### config.mk
export PLATFORM = sky130hd
export DESIGN_NAME = acq_sequencer
export DESIGN_NICKNAME = d
export VERILOG_FILES = /design/src/rtl/acq_seq_pkg.sv /design/src/rtl/acq_clkdiv.sv /design/src/rtl/acq_smpcount.sv /design/src/rtl/acq_holdoff.sv /design/src/rtl/acq_sequencer.sv
export SDC_FILE = /design/constraint.sdc
export NUM_CORES = 1
export LEC_CHECK = 0
export ABC_CLOCK_PERIOD_IN_PS = 3670
export BUFFER_PORTS_ARGS = -buffer_cell sky130_fd_sc_hd__buf_2
export CELL_PAD_IN_SITES_DETAIL_PLACEMENT = 0
export CELL_PAD_IN_SITES_GLOBAL_PLACEMENT = 1
export CORE_MARGIN = 1.5
export CORE_UTILIZATION = 44
export CTS_BUF_LIST = sky130_fd_sc_hd__clkbuf_16
export DETAILED_ROUTE_END_ITERATION = 12
export GPL_TIMING_DRIVEN = 1
export PLACE_DENSITY = 0.76
export SYNTH_ARGS = -nofsm -noshare
export SYNTH_HDL_FRONTEND = slang
export SYNTH_HIERARCHICAL = 1
export SYNTH_SLANG_ARGS = --single-unit
### constraint.sdc
create_clock -name clk -period 3.67 [get_ports clk]
set_clock_uncertainty 0.05 [all_clocks]
set_input_delay 0 -clock clk [delete_from_list [all_inputs] [get_ports clk]]
set_output_delay 0 -clock clk [all_outputs]
set_load 0.05 [all_outputs]
### src/rtl/acq_seq_pkg.sv
package acq_seq_pkg;
  typedef enum logic [1:0] {
    ST_OFF    = 2'd0,
    ST_SETTLE = 2'd1,
    ST_CONV   = 2'd2,
    ST_READY  = 2'd3
  } acq_state_e;
endpackage

### src/rtl/acq_clkdiv.sv
module acq_clkdiv #(
  parameter int OW = 8
) (
  input  logic          clk,
  input  logic          rst_n,
  input  logic          run,
  input  logic          restart,
  input  logic [OW-1:0] osr,
  output logic          strobe
);
  logic [OW-1:0] phase_q;

  // last phase of one output period; ratio 0 is treated as 1
  function automatic logic [OW-1:0] last_phase(input logic [OW-1:0] r);
    return (r == '0) ? '0 : r - 1'b1;
  endfunction

  assign strobe = run && (phase_q == last_phase(osr));

  always_ff @(posedge clk or negedge rst_n) begin
    if (!rst_n)       phase_q <= '0;
    else if (restart) phase_q <= '0;
    else if (run)     phase_q <= strobe ? '0 : phase_q + 1'b1;
  end

  // a restart always leaves the divider at phase zero
  p_restart_zero_r1: assert property (@(posedge clk) disable iff (!rst_n)
    restart |=> (phase_q == '0));
endmodule

### src/rtl/acq_smpcount.sv
module acq_smpcount #(
  parameter int CW = 8
) (
  input  logic          clk,
  input  logic          rst_n,
  input  logic          restart,
  input  logic          strobe,
  input  logic [CW-1:0] skip_cnt,
  input  logic [CW-1:0] total_cnt,
  output logic          fwd_valid,
  output logic          last_smp
);
  logic [CW-1:0] seen_q;   // strobes already passed in this run

  function automatic logic is_kept(input logic [CW-1:0] seen, input logic [CW-1:0] skip);
    return seen >= skip;
  endfunction

  function automatic logic is_last(input logic [CW-1:0] seen, input logic [CW-1:0] total);
    return seen == total;
  endfunction

  assign fwd_valid = strobe && is_kept(seen_q, skip_cnt);
  assign last_smp  = strobe && is_last(seen_q, total_cnt);

  always_ff @(posedge clk or negedge rst_n) begin
    if (!rst_n)                   seen_q <= '0;
    else if (restart)             seen_q <= '0;
    else if (strobe && !last_smp) seen_q <= seen_q + 1'b1;
  end

  // the count moves only on a strobe
  p_count_on_strobe_r3: assert property (@(posedge clk) disable iff (!rst_n)
    (!strobe && !restart) |=> $stable(seen_q));
endmodule

### src/rtl/acq_holdoff.sv
module acq_holdoff #(
  parameter int OW = 8
) (
  input  logic          clk,
  input  logic          rst_n,
  input  logic          load,
  input  logic          cancel,
  input  logic          req,
  input  logic [OW-1:0] osr,
  output logic          busy,
  output logic          fire
);
  logic [OW:0] left_q;
  logic        pend_q;

  // two output sample periods in modulator clocks
  function automatic logic [OW:0] holdoff_len(input logic [OW-1:0] r);
    logic [OW:0] eff;
    eff = (r == '0) ? (OW+1)'(1) : {1'b0, r};
    return eff << 1;
  endfunction

  assign busy = (left_q != '0);
  assign fire = (req || pend_q) && !busy;

  always_ff @(posedge clk or negedge rst_n) begin
    if (!rst_n)     left_q <= '0;
    else if (load)  left_q <= holdoff_len(osr);
    else if (busy)  left_q <= left_q - 1'b1;
  end

  always_ff @(posedge clk or negedge rst_n) begin
    if (!rst_n)                pend_q <= 1'b0;
    else if (cancel || fire)   pend_q <= 1'b0;
    else if (req)              pend_q <= 1'b1;
  end

  // a request seen while busy is kept
  p_pend_kept_r8: assert property (@(posedge clk) disable iff (!rst_n)
    (req && busy && !cancel) |=> pend_q);
endmodule

### src/rtl/acq_sequencer.sv
module acq_sequencer
  import acq_seq_pkg::*;
#(
  parameter int CW          = 8,
  parameter int OW          = 8,
  parameter int SETTLE_CLKS = 32
) (
  input  logic          clk,
  input  logic          rst_n,
  input  logic          arm_req,
  input  logic          start_trig,
  input  logic          stay_on,
  input  logic [CW-1:0] skip_cnt,
  input  logic [CW-1:0] total_cnt,
  input  logic [OW-1:0] osr,
  input  logic          done_clr,
  output logic          conv_pwr,
  output logic          conv_run,
  output logic          smp_strobe,
  output logic          smp_valid,
  output logic          acq_done,
  output logic          done_flag,
  output logic          lock
);
  localparam int              SW          = $clog2(SETTLE_CLKS + 2);
  localparam logic [SW-1:0]   SETTLE_LOAD = SW'(SETTLE_CLKS);

  acq_state_e    st_q;
  logic [SW-1:0] settle_q;
  logic          go_req, go_fire, hold_busy, cancel_pend, restart, settle_end;

  function automatic logic settle_over(input logic [SW-1:0] left);
    return left <= SW'(1);
  endfunction

  assign go_req      = ((st_q == ST_OFF) && arm_req) || ((st_q == ST_READY) && start_trig);
  assign cancel_pend = (st_q == ST_READY) && !stay_on;
  assign settle_end  = (st_q == ST_SETTLE) && settle_over(settle_q);
  assign restart     = settle_end || ((st_q == ST_READY) && stay_on && go_fire);

  acq_holdoff #(.OW(OW)) u_hold (
    .clk(clk), .rst_n(rst_n), .load(acq_done), .cancel(cancel_pend),
    .req(go_req), .osr(osr), .busy(hold_busy), .fire(go_fire));

  acq_clkdiv #(.OW(OW)) u_div (
    .clk(clk), .rst_n(rst_n), .run(conv_run), .restart(restart),
    .osr(osr), .strobe(smp_strobe));

  acq_smpcount #(.CW(CW)) u_cnt (
    .clk(clk), .rst_n(rst_n), .restart(restart), .strobe(smp_strobe),
    .skip_cnt(skip_cnt), .total_cnt(total_cnt),
    .fwd_valid(smp_valid), .last_smp(acq_done));

  always_ff @(posedge clk or negedge rst_n) begin
    if (!rst_n) begin
      st_q     <= ST_OFF;
      settle_q <= '0;
    end else begin
      unique case (st_q)
        ST_OFF: if (go_fire) begin
          st_q     <= ST_SETTLE;
          settle_q <= SETTLE_LOAD;
        end
        ST_SETTLE: begin
          if (settle_end) st_q <= ST_CONV;
          else            settle_q <= settle_q - 1'b1;
        end
        ST_CONV: if (acq_done) st_q <= stay_on ? ST_READY : ST_OFF;
        ST_READY: begin
          if (!stay_on)     st_q <= ST_OFF;
          else if (go_fire) st_q <= ST_CONV;
        end
        default: st_q <= ST_OFF;
      endcase
    end
  end

  always_ff @(posedge clk or negedge rst_n) begin
    if (!rst_n)        done_flag <= 1'b0;
    else if (acq_done) done_flag <= 1'b1;
    else if (done_clr) done_flag <= 1'b0;
  end

  assign conv_pwr = (st_q != ST_OFF);
  assign conv_run = (st_q == ST_CONV);
  assign lock     = (st_q == ST_SETTLE) || (st_q == ST_CONV);

  // settling never produces a sample strobe
  p_settle_quiet_r2: assert property (@(posedge clk) disable iff (!rst_n)
    (st_q == ST_SETTLE) |-> !smp_strobe);
  // the completion pulse lasts one clock
  p_done_single_r4: assert property (@(posedge clk) disable iff (!rst_n)
    acq_done |=> !acq_done);
  // auto-stop powers down after completion
  p_autostop_off_r5: assert property (@(posedge clk) disable iff (!rst_n)
    (acq_done && !stay_on) |=> !conv_pwr);
  // stay-on keeps power after completion
  p_stayon_kept_r6: assert property (@(posedge clk) disable iff (!rst_n)
    (acq_done && stay_on) |=> (conv_pwr && !lock));
  // completion starts the holdoff window
  p_done_holdoff_r8: assert property (@(posedge clk) disable iff (!rst_n)
    acq_done |=> hold_busy);
  // a new run starts only when the holdoff was over
  p_start_clear_r8: assert property (@(posedge clk) disable iff (!rst_n)
    $rose(lock) |-> $past(!hold_busy));
  // lock implies power
  p_lock_powered_r9: assert property (@(posedge clk) disable iff (!rst_n)
    lock |-> conv_pwr);
  // completion sets the sticky flag
  p_flag_set_r10: assert property (@(posedge clk) disable iff (!rst_n)
    acq_done |=> done_flag);
endmodule

==> results of run 1 <==
-- power by group through the flow --
| stage | sequential (mW) | clock (mW) | combinational, mW |
|---|---|---|---|
| after global routing | 0.608 | 0.416 | 0.919 |
| after floorplan | 0.561 | 0 | 0.679 |
| after detailed placement | 0.592 | 0 | 0.811 |
| final | 0.589 | 0.388 | 0.814 |
| after CTS | 0.587 | 0.404 | 0.819 |
| after global placement | 0.593 | 0 | 0.805 |
-- cell type report --
class                   count  area share [%]
flip-flops and latches     35            26.3
clock buffers               5            3.75
clock inverters             1           0.113
well taps                  77            2.89
inverters                  25            2.82
repair buffers             49            8.86
multi-input cells         259            55.3
-- kinds of logic (layout without fill, tap and decap cells) --
family	count (synthesis)	count (layout)
and+or+nand+nor	142	142
AOI/OAI and AO/OA	73	73
DFF	35	35
buffers and inverters	33	80
adders and majority gates	19	19
xor gates and xnor gates	19	19
muxes	6	6
-- how the worst max path moves through the flow --
stage	from	to	depth (start not counted)
after floorplan	st_q[0]	st_q[1]	12
after global placement	osr[0]	st_q[1]	13
after detailed placement	osr[0]	st_q[1]	13
after CTS	osr[1]	u_cnt/seen_q[5]	15
after global routing	osr[1]	u_cnt/seen_q[5]	15
final	osr[1]	u_cnt/seen_q[5]	15
-- worst max-delay path, delay by kind of cell --
family                   cells  cell delay (ns)
AO/OA/AOI/OAI                3             0.47
adder cells (fa/ha/maj)      1             0.20
buffers and inverters        4             0.92
multiplexers                 1             0.32
AND/OR/NAND/NOR              6             1.57
-- metal layers --
layer | vias to the layer above | part of all wire [%] | global-route usage [%]
met4 | 0 | 0.64 | 7.58
met3 | 6 | 3.3 | 3.38
met5 | - | 0 | 0
met2 | 35 | 46 | 31.2
met1 | 1178 | 50 | 27.1
li1 | 1281 | - | -
-- placed cells by master (no fill, tap or decap), drive strengths merged, types with 4 or more instances in the layout --
cell,Yosys,final
nand2,18,18
nand4,4,4
dfrtp,35,35
nor3,13,13
o21ai,10,10
xnor2,11,11
nand2b,6,6
a21oi,20,20
nor2,40,40
and3,8,8
nor4,7,7
o31ai,4,4
ha,19,19
nor2b,7,7
xor2,8,8
a221oi,4,4
mux2i,4,4
or2,4,4
buf,6,42
or3,5,5
inv,25,26
dlygate4sd3,0,7
clkbuf,2,5
or4,4,4
nand3,17,17
o211ai,8,8
-- state kept, by name, summed over array words and instances, names as in the netlist --
signal and count:
u_cnt/seen_q 8, u_hold/left_q 9, done_flag 1, u_hold/pend_q 1, u_div/phase_q 8, st_q 2
settle_q 6
-- per-stage QoR --
step / hold slack, ns / instances
after floorplan: -0.346 / 327
after global placement: 0.0949 / 438
after detailed placement: 0.0977 / 438
after CTS: 0.0103 / 451
after global routing: 0.0239 / 451
final: 0.0213 / 451
-- repair_timing --
item,4_1_cts,5_1_grt
endpoints found under the hold margin,41,0
buffers inserted,0,0
hold buffers,7,0
setup endpoints to repair,0,5
resized for setup,0,1
==> results.toml, run 1 <==
[clock_network]
numCtsBuffers = 5
cts_tree = "done"
clkTransAtPathRegs_ns = 0.05
root_buffer = "clkbuf_16"
clockBufferDepth = 2
clk_latency_ns = 0.28
clkSinkCount = 35
htree_levels = 2

[hold_path]
min_to = "u_hold/left_q[7]"
hold_depth = 3
min_path_type = "in -> reg"
min-delay-start = "osr[6]"

[place]
dp_hpwl_mm = 4.76
port_buffers = 36
post-place-ws_ns = 0.483
placed_cell_area_um2 = 3130
place.gp.congestion = 0.787

[cells_and_area]
area_growth_pct = 17.6
final_util_pct = 53.1
diodes = 0
seqCellArea_um2 = 876
nets = 424
n_fill_cell = 617
fin_area_um2 = 3330
drive_gt1_share_pct = 19.8
multi_input_area_um2 = 1840

[routing]
routed_wl_mm = 6.39
vias = 2500
wire_per_inst_um = 14.2
drt_pass1_iterations = 4
drt-vias-per-instance = 5.54
remaining_drc_errors = 0
dr.first_iter.drc_count = 123
postRouteAntennaNets = 0

[grt]
grt_overflow = 0
grt_usage_pct = 19.8
grt_first_pass_wirelength_mm = 11.3
grt_max_degree = 36
antenna_found_initial = 0
grt_pass1_vias = 2491

[power]
cellPowerDensity_nw_per_um2 = 537
ir_drop_v = 0.000389
seqPwrFrac_pct = 32.9
fin_total_pwr_mw = 1.79
power.leakage_nw = 1.51
power.switching_uw = 758
clockPowerShare_pct = 21.6
swShare_pct = 42.3
internal_power_mw = 1.03
p_comb_share_pct = 45.5

[yosys]
synthAdderAreaFrac_pct = 8.39
yosys.cell_count.top_type = "nor2_1"
synth.distinct_cells = 67
yosysWarningCount = 6
synth_compound_area_share_pct = 18.9
yosysTopAreaCell = "dfrtp_1"
syn_area_um2 = 2830
ys_async_sr_fraction_pct = 100
synth_top_family_by_area = "simple AND/OR/NAND/NOR gates"
synthSimpleGateAreaFrac_pct = 28.3
avgSynthCellArea_um2 = 8.67
synth_top_area_share_pct = 30.9
ys.flop_type = "dfrtp_1"
synth_common_cells = "nor2_1 (40), dfrtp_1 (35), inv_1 (25)"
synth_mux_area_share_pct = 2.21
synth_xor_area_share_pct = 6.14
ys_ff_latch = 35
yosysSeqAreaShare_pct = 30.9
syn_inst = 327
synthTopCellsByArea = "dfrtp_1 (31%), ha_1 (8.4%), nor2_1 (5.3%)"
synth_nets = 376
synth_edf_count = 0

[floorplanning]
rows = 29
start_util_pct = 45.1
fp.coreArea_um2 = 6280
ios = 37
die_area_um2 = 6930
die_x_um = 83.3
fp.dieH_um = 83.3

[sta]
drv_slew = 0
fmax_ghz = 0.295
hold_viol = 0
tns_ns = 0
period_needed_ns = 3.39
grt_setup_unrepaired = "no"
maxSlewHeadroom_pct = 43.4
setup_ws_ns = 0.284
worst_pin_slew_ns = 0.850
setup_violations = 0
period_share_pct = 92.3

[critical_path]
crit_fanout = 8
rr_endpoint = "u_cnt/seen_q[5]"
r2r_slack_ns = 0.73
cp-end-kind = "flip-flop"
cp_cell_sequence = "dlygate4sd3_1, buf_2, inv_1, ha_1, or4b_4, nor4b_4, o21a_1, o21ai_1, or3_1, nor3_4, buf_4, nand4_1, a21oi_1, nand3_1, mux2_1"
cp.arrival_ns = 3.50
r2r_start = "st_q[0]"
path_class = "in -> reg"
max_stage_delay_ns = 0.54
crit_required_ns = 3.78
critPathSlowestCell = "dlygate4sd3_1"
reg2reg_depth = 12
crit_path_start_kind = "input pin"

[run]
cap_violations = 0

[run_status]
status = "finished, final reports clean"
Note: power is estimated with default switching activity, not from simulation.
==> inputs of run 2 (changes only) <==
--- a/config.mk
+++ b/config.mk
@@ -15,6 +15,7 @@
 export DETAILED_ROUTE_END_ITERATION = 12
 export GPL_TIMING_DRIVEN = 1
 export PLACE_DENSITY = 0.76
+export SKIP_LAST_GASP = 1
 export SYNTH_ARGS = -nofsm -noshare
 export SYNTH_HDL_FRONTEND = slang
 export SYNTH_HIERARCHICAL = 1
==> constraint.sdc (replaced) <==
create_clock -name clk -period 3.67 [get_ports clk]
set_clock_uncertainty 0.05 [all_clocks]
set_input_delay 0 -clock clk [delete_from_list [all_inputs] [get_ports clk]]
set_output_delay 0 -clock clk [all_outputs]
set_load 0.01 [all_outputs]
==> results.toml, run 2 (synthesized netlist as in run 1, its figures left out) <==
[run_status]
status = "finished, final reports clean"

[clock_network]
clk_latency_ns = 0.27
post_cts_buffers = 0
clkTransAtPathRegs_ns = 0.05
clkSinkCount = 35
numCtsBuffers = 5
root_buffer = "clkbuf_16"
clockBufferDepth = 2
cts_tree = "done"
htree_levels = 2

[place]
port_buffers = 36
place.gp.congestion = 0.826
dp_hpwl_mm = 4.73

[floorplanning]
ios = 37
start_util_pct = 45.1
rows = 29
die_area_um2 = 6930
fp.dieH_um = 83.3
fp.coreArea_um2 = 6280
die_x_um = 83.3

[critical_path]
path_class = "in -> reg"
cp-end-kind = "flip-flop"
crit_fanout = 8
crit_path_start_kind = "input pin"
cp.arrival_ns = 3.44
crit_required_ns = 3.77

[sta]
drv_slew = 0
period_needed_ns = 3.35
hold_viol = 0
setup_violations = 0
fmax_ghz = 0.299
period_share_pct = 91.1
hold_slack_ns = 0.0220
tns_ns = 0
maxSlewHeadroom_pct = 44.4
grt_setup_unrepaired = "no"
worst_pin_slew_ns = 0.834

[power]
cellPowerDensity_nw_per_um2 = 518
power.leakage_nw = 1.50
ir_drop_v = 0.000379

[cells_and_area]
largest_register_ffs = 9
area_growth_pct = 16.5
nets = 423
layout_common_cells = "nor2_1 (40), buf_2 (36), dfrtp_1 (35)"
largestRegisters = "u_hold/left_q x9, u_cnt/seen_q x8, u_div/phase_q x8"
regMostFlops = "u_hold/left_q"
drive_gt1_share_pct = 18.8
layout_commonest_cell = "nor2_1"
diodes = 0

[hold_path]
min_path_type = "in -> reg"

[routing]
routed_wl_mm = 6.23
dr.first_iter.drc_count = 150
wire_per_inst_um = 13.9
postRouteAntennaNets = 0
drt_pass1_iterations = 5
drt-vias-per-instance = 5.46
remaining_drc_errors = 0
vias = 2456

[grt]
grt_pass1_vias = 2332
grt_max_degree = 36
grt_overflow = 0
grt_first_pass_wirelength_mm = 10.8
grt_usage_pct = 18.8
antenna_found_initial = 0

[run]
cap_violations = 0
==> run 2: cell type report <==
type	instances	area (um^2)
multi-input cells	259	1820
well taps	77	96.3
fillers	617	2980
flip-flops and latches	35	876
clock inverters	1	3.75
repair buffers	48	285
clock buffers	5	125
inverters	25	93.8
==> run 2: worst paths after layout <==
check                                 start  cells past startpoint          endpoint  slack [ns]
setup / recovery                     osr[1]                     15   u_cnt/seen_q[5]        0.32
hold / removal                       osr[6]                      3  u_hold/left_q[7]        0.02
setup reg to reg           u_hold/left_q[0]                      9       settle_q[3]        0.70
hold reg to reg                   done_flag                      1         done_flag        0.43
max in group asynchronous             rst_n                      2       settle_q[1]        2.72
min in group asynchronous             rst_n                      2  u_hold/left_q[0]        0.33
==> run 2: critical path, stage by stage <==
cell	delay [ns]
dlygate4sd3_1	0.53
buf_2	0.15
inv_1	0.06
ha_1	0.20
or4b_4	0.52
o21a_1	0.21
nor3_2	0.19
o21ai_1	0.10
or3_1	0.31
nor3_1	0.19
buf_4	0.19
nand4_1	0.12
a21oi_1	0.23
nand3_1	0.12
mux2_1	0.32
==> run 2: routing by layer <==
metal / part of all wire, % / GRT usage [%]
met5: 0 / 0
met4: 0.61 / 3.94
met3: 2.9 / 3.58
met2: 46 / 29.8
met1: 51 / 26.7
==> run 2: timing repair <==
item,in CTS,in global routing
gates resized for setup,0,1
hold endpoints to repair,40,0
hold buffers,6,0
setup endpoints to repair,0,1
==> run 2: per-stage QoR <==
| stage | setup WS (ns) | utilization, % | cells | cell area [um^2] | total power [mW] |
|---|---|---|---|---|---|
| 2_1_floorplan | 0.313 | - | 327 | 2830 | 1.16 |
| 3_3_place_gp | 0.644 | 49.5 | 438 | 3100 | 1.32 |
| 3_5_place_dp | 0.533 | 49.5 | 438 | 3100 | 1.33 |
| 4_1_cts | 0.283 | 52.5 | 450 | 3290 | 1.73 |
| 5_1_grt | 0.0128 | 52.6 | 450 | 3300 | 1.86 |
| 6_report | 0.325 | 52.6 | 450 | 3300 | 1.71 |
==> run 2: power by group <==
group / leakage (nW) / switching, mW / internal, mW / total, mW
registers: 0.444 / 0.112 / 0.475 / 0.587
logic: 0.992 / 0.426 / 0.316 / 0.742
clock network: 0.0669 / 0.140 / 0.241 / 0.381
total: 1.50 / 0.678 / 1.03 / 1.71
